File: src/rtl/sprite_dma_pkg.sv
package sprite_dma_pkg;

  typedef enum logic [1:0] {
    ST_IDLE   = 2'd0,
    ST_DELAY  = 2'd1,
    ST_ACTIVE = 2'd2,
    ST_RELOAD = 2'd3
  } seqState_t;

  // Strobes from control to datapath
  typedef struct packed {
    logic load;  // latch new page, clear byte index
    logic step;  // move one byte, advance index
  } dmaCmd_t;

endpackage

File: src/rtl/sprite_dma_gate.sv
module sprite_dma_gate #(
  parameter int ADDR_W = 16,
  parameter int DATA_W = 8,
  parameter logic [ADDR_W-1:0] REG_ADDR = 16'hFF46,
  parameter logic [7:0] OPEN_PAGE = 8'hFF
) (
  input  logic              clk,
  input  logic              rst_n,
  input  logic [ADDR_W-1:0] cpuAddr,
  input  logic              cpuRdEn,
  input  logic              cpuWrEn,
  input  logic [DATA_W-1:0] cpuWrData,
  input  logic              busy,
  input  logic [DATA_W-1:0] regValue,
  input  logic [DATA_W-1:0] fwdRdData,
  output logic [DATA_W-1:0] cpuRdData,
  output logic              cpuGrant,
  output logic              regWrite,
  output logic [ADDR_W-1:0] fwdAddr,
  output logic              fwdRdEn,
  output logic              fwdWrEn,
  output logic [DATA_W-1:0] fwdWrData
);
  localparam logic [DATA_W-1:0] BLOCKED_DATA = {DATA_W{1'b1}};

  logic isReg;
  logic inOpen;

  always_comb begin
    isReg     = (cpuAddr == REG_ADDR);
    inOpen    = (cpuAddr[ADDR_W-1 -: 8] == OPEN_PAGE);
    cpuGrant  = !busy || inOpen;
    regWrite  = cpuWrEn && isReg;
    fwdAddr   = cpuAddr;
    fwdWrData = cpuWrData;
    fwdRdEn   = cpuRdEn && cpuGrant && !isReg;
    fwdWrEn   = cpuWrEn && cpuGrant && !isReg;
    if (isReg)         cpuRdData = regValue;
    else if (cpuGrant) cpuRdData = fwdRdData;
    else               cpuRdData = BLOCKED_DATA;
  end

  // low memory is unreachable while locked
  assert_block_low_R6: assert property (@(posedge clk) disable iff (!rst_n)
    (busy && (cpuAddr[ADDR_W-1 -: 8] != OPEN_PAGE)) |-> (!fwdRdEn && !fwdWrEn))
    else $error("low access forwarded during copy");

  // top page stays reachable while locked
  assert_open_page_R7: assert property (@(posedge clk) disable iff (!rst_n)
    (busy && cpuRdEn && (cpuAddr[ADDR_W-1 -: 8] == OPEN_PAGE) && (cpuAddr != REG_ADDR))
      |-> fwdRdEn)
    else $error("top page read not forwarded");

endmodule

File: src/rtl/sprite_dma_ctrl.sv
module sprite_dma_ctrl
  import sprite_dma_pkg::*;
(
  input  logic    clk,
  input  logic    rst_n,
  input  logic    mcycleEn,
  input  logic    regWrite,
  input  logic    lastByte,
  output dmaCmd_t cmd,
  output logic    busy
);
  seqState_t state, stateNext;

  always_comb begin
    cmd.load  = regWrite;
    cmd.step  = (state == ST_ACTIVE) && mcycleEn && !regWrite;
    busy      = (state == ST_ACTIVE) || (state == ST_RELOAD);
    stateNext = state;
    if (regWrite) begin
      stateNext = busy ? ST_RELOAD : ST_DELAY;
    end else begin
      unique case (state)
        ST_IDLE:   stateNext = ST_IDLE;
        ST_DELAY:  if (mcycleEn) stateNext = ST_ACTIVE;
        ST_RELOAD: if (mcycleEn) stateNext = ST_ACTIVE;
        ST_ACTIVE: if (cmd.step && lastByte) stateNext = ST_IDLE;
        default:   stateNext = ST_IDLE;
      endcase
    end
  end

  always_ff @(posedge clk) begin
    if (!rst_n) state <= ST_IDLE;
    else        state <= stateNext;
  end

  // lockout begins only on a strobed edge
  assert_busy_rise_strobed_R3: assert property (@(posedge clk) disable iff (!rst_n)
    $rose(busy) |-> $past(mcycleEn))
    else $error("busy rose without strobe");

  // no byte movement off-strobe
  assert_step_on_strobe_R9: assert property (@(posedge clk) disable iff (!rst_n)
    cmd.step |-> mcycleEn)
    else $error("step without strobe");

  // a restart never drops the lockout
  assert_restart_keeps_busy_R8: assert property (@(posedge clk) disable iff (!rst_n)
    (busy && regWrite) |=> busy)
    else $error("restart released lockout");

endmodule

File: src/rtl/sprite_dma_path.sv
module sprite_dma_path
  import sprite_dma_pkg::*;
#(
  parameter int ADDR_W = 16,
  parameter int DATA_W = 8,
  parameter int XFER_LEN = 160,
  parameter logic [ADDR_W-1:0] DEST_BASE = 16'hFE00,
  parameter logic [DATA_W-1:0] RESET_PAGE = 8'hFF
) (
  input  logic              clk,
  input  logic              rst_n,
  input  dmaCmd_t           cmd,
  input  logic [DATA_W-1:0] regWrData,
  input  logic [DATA_W-1:0] srcRdData,
  output logic [DATA_W-1:0] regValue,
  output logic              lastByte,
  output logic [ADDR_W-1:0] srcAddr,
  output logic              srcRdEn,
  output logic              oamWrEn,
  output logic [ADDR_W-1:0] oamAddr,
  output logic [DATA_W-1:0] oamWrData
);
  localparam int CNT_W = $clog2(XFER_LEN);
  localparam int LOW_W = ADDR_W - DATA_W;
  localparam logic [CNT_W-1:0] LAST_IDX = CNT_W'(XFER_LEN - 1);

  logic [DATA_W-1:0] pageReg;
  logic [CNT_W-1:0]  byteIdx;

  always_ff @(posedge clk) begin
    if (!rst_n) begin
      pageReg <= RESET_PAGE;
      byteIdx <= '0;
    end else if (cmd.load) begin
      pageReg <= regWrData;
      byteIdx <= '0;
    end else if (cmd.step) begin
      byteIdx <= byteIdx + 1'b1;
    end
  end

  always_comb begin
    regValue  = pageReg;
    lastByte  = (byteIdx == LAST_IDX);
    srcAddr   = {pageReg, {LOW_W{1'b0}}} + ADDR_W'(byteIdx);
    oamAddr   = DEST_BASE + ADDR_W'(byteIdx);
    srcRdEn   = cmd.step;
    oamWrEn   = cmd.step;
    oamWrData = srcRdData;
  end

  // destination stays inside the sprite window
  assert_dest_window_R4: assert property (@(posedge clk) disable iff (!rst_n)
    oamWrEn |-> ((oamAddr >= DEST_BASE) && (oamAddr < DEST_BASE + ADDR_W'(XFER_LEN))))
    else $error("destination outside window");

  // source and destination offsets move together
  assert_lockstep_R4: assert property (@(posedge clk) disable iff (!rst_n)
    oamWrEn |-> ((oamAddr - DEST_BASE) == ADDR_W'(srcAddr[LOW_W-1:0])))
    else $error("source and destination out of step");

  // a load always restarts from index zero
  assert_load_clears_R8: assert property (@(posedge clk) disable iff (!rst_n)
    cmd.load |=> (oamAddr == DEST_BASE))
    else $error("restart did not rewind destination");

endmodule

File: src/rtl/sprite_dma.sv
module sprite_dma
  import sprite_dma_pkg::*;
#(
  parameter int ADDR_W = 16,
  parameter int DATA_W = 8,
  parameter int XFER_LEN = 160,
  parameter logic [15:0] REG_ADDR = 16'hFF46,
  parameter logic [15:0] DEST_BASE = 16'hFE00,
  parameter logic [7:0] OPEN_PAGE = 8'hFF,
  parameter logic [7:0] RESET_PAGE = 8'hFF
) (
  input  logic              clk,
  input  logic              rst_n,
  input  logic              mcycleEn,
  input  logic [ADDR_W-1:0] cpuAddr,
  input  logic              cpuRdEn,
  input  logic              cpuWrEn,
  input  logic [DATA_W-1:0] cpuWrData,
  output logic [DATA_W-1:0] cpuRdData,
  output logic              cpuGrant,
  output logic [ADDR_W-1:0] fwdAddr,
  output logic              fwdRdEn,
  output logic              fwdWrEn,
  output logic [DATA_W-1:0] fwdWrData,
  input  logic [DATA_W-1:0] fwdRdData,
  output logic [ADDR_W-1:0] srcAddr,
  output logic              srcRdEn,
  input  logic [DATA_W-1:0] srcRdData,
  output logic              oamWrEn,
  output logic [ADDR_W-1:0] oamAddr,
  output logic [DATA_W-1:0] oamWrData,
  output logic              busy
);
  dmaCmd_t           cmd;
  logic              regWrite;
  logic              lastByte;
  logic [DATA_W-1:0] regValue;

  sprite_dma_gate #(
    .ADDR_W(ADDR_W), .DATA_W(DATA_W),
    .REG_ADDR(ADDR_W'(REG_ADDR)), .OPEN_PAGE(OPEN_PAGE)
  ) u_gate (
    .clk(clk), .rst_n(rst_n),
    .cpuAddr(cpuAddr), .cpuRdEn(cpuRdEn), .cpuWrEn(cpuWrEn), .cpuWrData(cpuWrData),
    .busy(busy), .regValue(regValue), .fwdRdData(fwdRdData),
    .cpuRdData(cpuRdData), .cpuGrant(cpuGrant), .regWrite(regWrite),
    .fwdAddr(fwdAddr), .fwdRdEn(fwdRdEn), .fwdWrEn(fwdWrEn), .fwdWrData(fwdWrData)
  );

  sprite_dma_ctrl u_ctrl (
    .clk(clk), .rst_n(rst_n), .mcycleEn(mcycleEn),
    .regWrite(regWrite), .lastByte(lastByte),
    .cmd(cmd), .busy(busy)
  );

  sprite_dma_path #(
    .ADDR_W(ADDR_W), .DATA_W(DATA_W), .XFER_LEN(XFER_LEN),
    .DEST_BASE(ADDR_W'(DEST_BASE)), .RESET_PAGE(DATA_W'(RESET_PAGE))
  ) u_path (
    .clk(clk), .rst_n(rst_n), .cmd(cmd),
    .regWrData(cpuWrData), .srcRdData(srcRdData),
    .regValue(regValue), .lastByte(lastByte),
    .srcAddr(srcAddr), .srcRdEn(srcRdEn),
    .oamWrEn(oamWrEn), .oamAddr(oamAddr), .oamWrData(oamWrData)
  );

endmodule

File: config.mk
export PLATFORM = sky130hd
export DESIGN_NAME = sprite_dma
export DESIGN_NICKNAME = d
export VERILOG_FILES = /design/src/rtl/sprite_dma_pkg.sv /design/src/rtl/sprite_dma_gate.sv /design/src/rtl/sprite_dma_ctrl.sv /design/src/rtl/sprite_dma_path.sv /design/src/rtl/sprite_dma.sv
export SDC_FILE = /design/constraint.sdc
export NUM_CORES = 1
export LEC_CHECK = 0
export BUFFER_PORTS_ARGS = -buffer_cell sky130_fd_sc_hd__buf_4
export CAP_MARGIN = 0
export CORE_UTILIZATION = 39
export CTS_CLUSTER_DIAMETER = 120
export DETAILED_ROUTE_END_ITERATION = 10
export GPL_ROUTABILITY_DRIVEN = 0
export PLACE_DENSITY = 0.84
export SLEW_MARGIN = 30
export SYNTH_ARGS = -nofsm -noshare
export SYNTH_HDL_FRONTEND = slang
export SYNTH_HIERARCHICAL = 1
export SYNTH_SLANG_ARGS = --single-unit
File: constraint.sdc
create_clock -name clk -period 6.7 [get_ports clk]
set_input_delay 1.34 -clock clk [delete_from_list [all_inputs] [get_ports clk]]
set_output_delay 1.34 -clock clk [all_outputs]
set_load 0.1 [all_outputs]
==> out/qor.yml <==
floorplan:
  core_sq_um: 3153
  die_height_microns: 60.78
  ioPinCount: 123
  die_area_sq_um: 3694
  die_w_microns: 60.78
  start_util_pct: 42.74
  rows: 20
clock_network:
  clock_path_buffers: 2
  clk_pin_slew_ns: 0.10
  cts_made_buffers: 3
  cts_hold_buf: 0
  cts_tree: "yes"
  cts_resized: 0
  postCtsSetupBuffers: 0
  cts.sinks: 18
  htreeDepth: 1
  worst_skew_pair.late_latency_ns: 0.30
  root_buffer: "clkbuf_4"
timing:
  fin_crit_sh_pct: 71.84
  rsz0062_at_grt: "no"
  finalHoldViolCount: 0
  fin_tns_setup_ns: 0
  max_freq_mhz: 207.7
  setup_viol: 0
  finClkSkew_ns: 0.003847
  final_max_slew_viol_count: 0
  worst_hold_slack_ns: 0.5164
  fin_crit_ns: 4.814
logic_synthesis:
  synth-simple-area-share_pct: 17.73
  synth_top_area_cell: "buf_4"
  ys_ff_latch: 18
  ys_types: 32
  synth_compound_area_share_pct: 9.006
  synth_xor_area_share_pct: 2.600
  ys_seq_area_share_pct: 26.74
  netlist_area_sq_um: 1348
  avgSynthCellArea_sq_um: 8.583
  synth_cells: 157
  synthAdderAreaFrac_pct: 0.9285
  ys_warn_count: 6
  synth_top_family_by_area: "buffers and inverters"
  synth_mux_area_share_pct: 6.685
  synthTopCellsByArea: "buf_4, dfxtp_1, mux2i_1, o22a_1, nand2_1"
  synth_top_area_share_pct: 33.43
cells_and_area:
  final_cell_mix: "buf_4, dfxtp_1, nand2_1"
  ff_latch_area_sq_um: 360.3
  layout_commonest_cell: "buf_4"
  multiInputGateArea_sq_um: 528.0
  drive_gt1_share_pct: 53.73
  final_net_count: 248
  fillers: 308
  area_delta_synth_final_pct: 28.13
  diodes: 0
setup_path:
  cp-start-kind: "input pin"
  worstPathCellList: "buf_4 > or4b_1 > or4_4 > nor2_1 > buf_4 > and4bb_2 > buf_4"
  crit_family: "simple AND/OR/NAND/NOR gates"
  cp_slowest_cell: "or4_4"
  max_stage_delay_ns: 0.58
  worstSetupEndpointType: "primary output"
  critPathKind: "in2out"
  worstPathMaxFanout: 13
  path_buf_inv: 3
  cp_data_arrival_time_ns: 3.47
  cp.required_ns: 5.36
  crit_top_cell: "buf_4"
global_routing:
  grt_pass1_vias: 882
  track_usage_pct: 14.26
  grt_max_degree: 14
  grt_overflow: 0
  grt_pass1_wl_mm: 3.774
  antenna_found_initial: 0
detailed_routing:
  drtIter0Drc: 25
  wl_met3_microns: 282
  vias_per_cell: 4.722
  drtAntennaViolNets: 0
  num_vias: 1157
  top_layer: "met4"
  wl_met1_mm: 1.097
  drc_errors: 0
  wl_met2_mm: 1.374
  dr.pass1.iters: 4
  wire_per_inst_microns: 11.47
  drt_wl_total_mm: 2.811
job:
  maxCapViolations: 0
placement:
  io_buffer_count: 98
  dpl.hpwl_mm: 2.356
power:
  irDropWorstVdd_mv: 0.08132
  power_w: 0.0003131
  power_leakage_nw: 0.8161
  power_density_nw_per_um2: 181.3
worst_hold_path:
  hp-class: "reg2reg"
status:
  outcome: "complete, no violations"
worst reg2reg max path: cells and delay by family (launching register included):
kind	cells	cell delay, ns
simple gates	3	0.86
compound gates	1	0.14
flops	1	0.42
sequential cells by signal, summed over array words and instances, names as in the netlist, named ones only:
register,count
u_path/regValue,8
u_path/byteIdx,8
u_ctrl/state,1
power breakdown:
group          internal (W)   switching (W)  leakage (nW)
Clock             0.0000332       0.0000334        0.0210
Sequential         0.000107  0.000000000432         0.145
Combinational     0.0000291        0.000111         0.650
Total              0.000169        0.000144         0.816
routing by layer:
layer | up-vias | global-route usage, %
met2 | 72 | 22.76
met4 | 0 | 8.766
li1 | 557 | -
met5 | - | 0
met1 | 523 | 17.44
met3 | 5 | 3.198
worst paths after layout:
| check | from | slack, ns | cells past startpoint | end |
|---|---|---|---|---|
| max reg2reg | flop | 5.21 | 4 | u_path/byteIdx[6]$_SDFFE_PP0P_ |
| min | u_path/regValue[4]$_SDFFE_PN1P_ | 0.52 | 2 | u_path/regValue[4]$_SDFFE_PN1P_ |
| max | cpuAddr[0] | 1.89 | 7 | oamWrEn |
| min reg2reg | u_path/regValue[4]$_SDFFE_PN1P_ | 0.52 | 2 | u_path/regValue[4]$_SDFFE_PN1P_ |
cell usage after synthesis (all sizes together):
cell type  number
conb            2
clkbuf          3
or4b            1
inv             1
or3             3
and4bb          1
nand4           6
xor2            3
nor2b           1
xnor2           1
nand4bb         2
ha              1
or4             1
nand2b          1
dfxtp          18
a21oi           3
and3b           1
and3            1
nand3           2
nand2          11
nor2            8
o22a            8
nand4b          1
buf            62
o21ai           5
mux2i           9
o21a            1
cells by family (layout without fill, tap and decap cells):
logic type      Yosys count  in the layout
buf+inv                  66            104
other cells               2              8
xor+xnor                  4              4
compound gates           17             17
simple gates             40             40
flops                    18             18
fa+ha+maj                 1              1
mux                       9              9
final cells by class:
type	instances	share of cell area, %
Timing Repair Buffer	99	43.04
Sequential cell	18	20.87
Clock buffer	4	2.101
Multi-Input combinational cell	79	30.58
Tap cell	44	3.188
Inverter	1	0.2174
metrics by stage:
step | cells | worst slack (ns) | utilization [%] | area [sq um]
finish | 245 | 1.886 | 54.76 | 1727
detailed placement | 241 | 1.872 | 53.61 | 1690
CTS | 245 | 1.873 | 54.76 | 1727
global placement | 241 | 1.890 | 53.61 | 1690
global route | 245 | 1.804 | 54.76 | 1727
floorplan | 163 | 0.7998 | - | 1370
No activity file was read; power rests on OpenSTA's default activity.
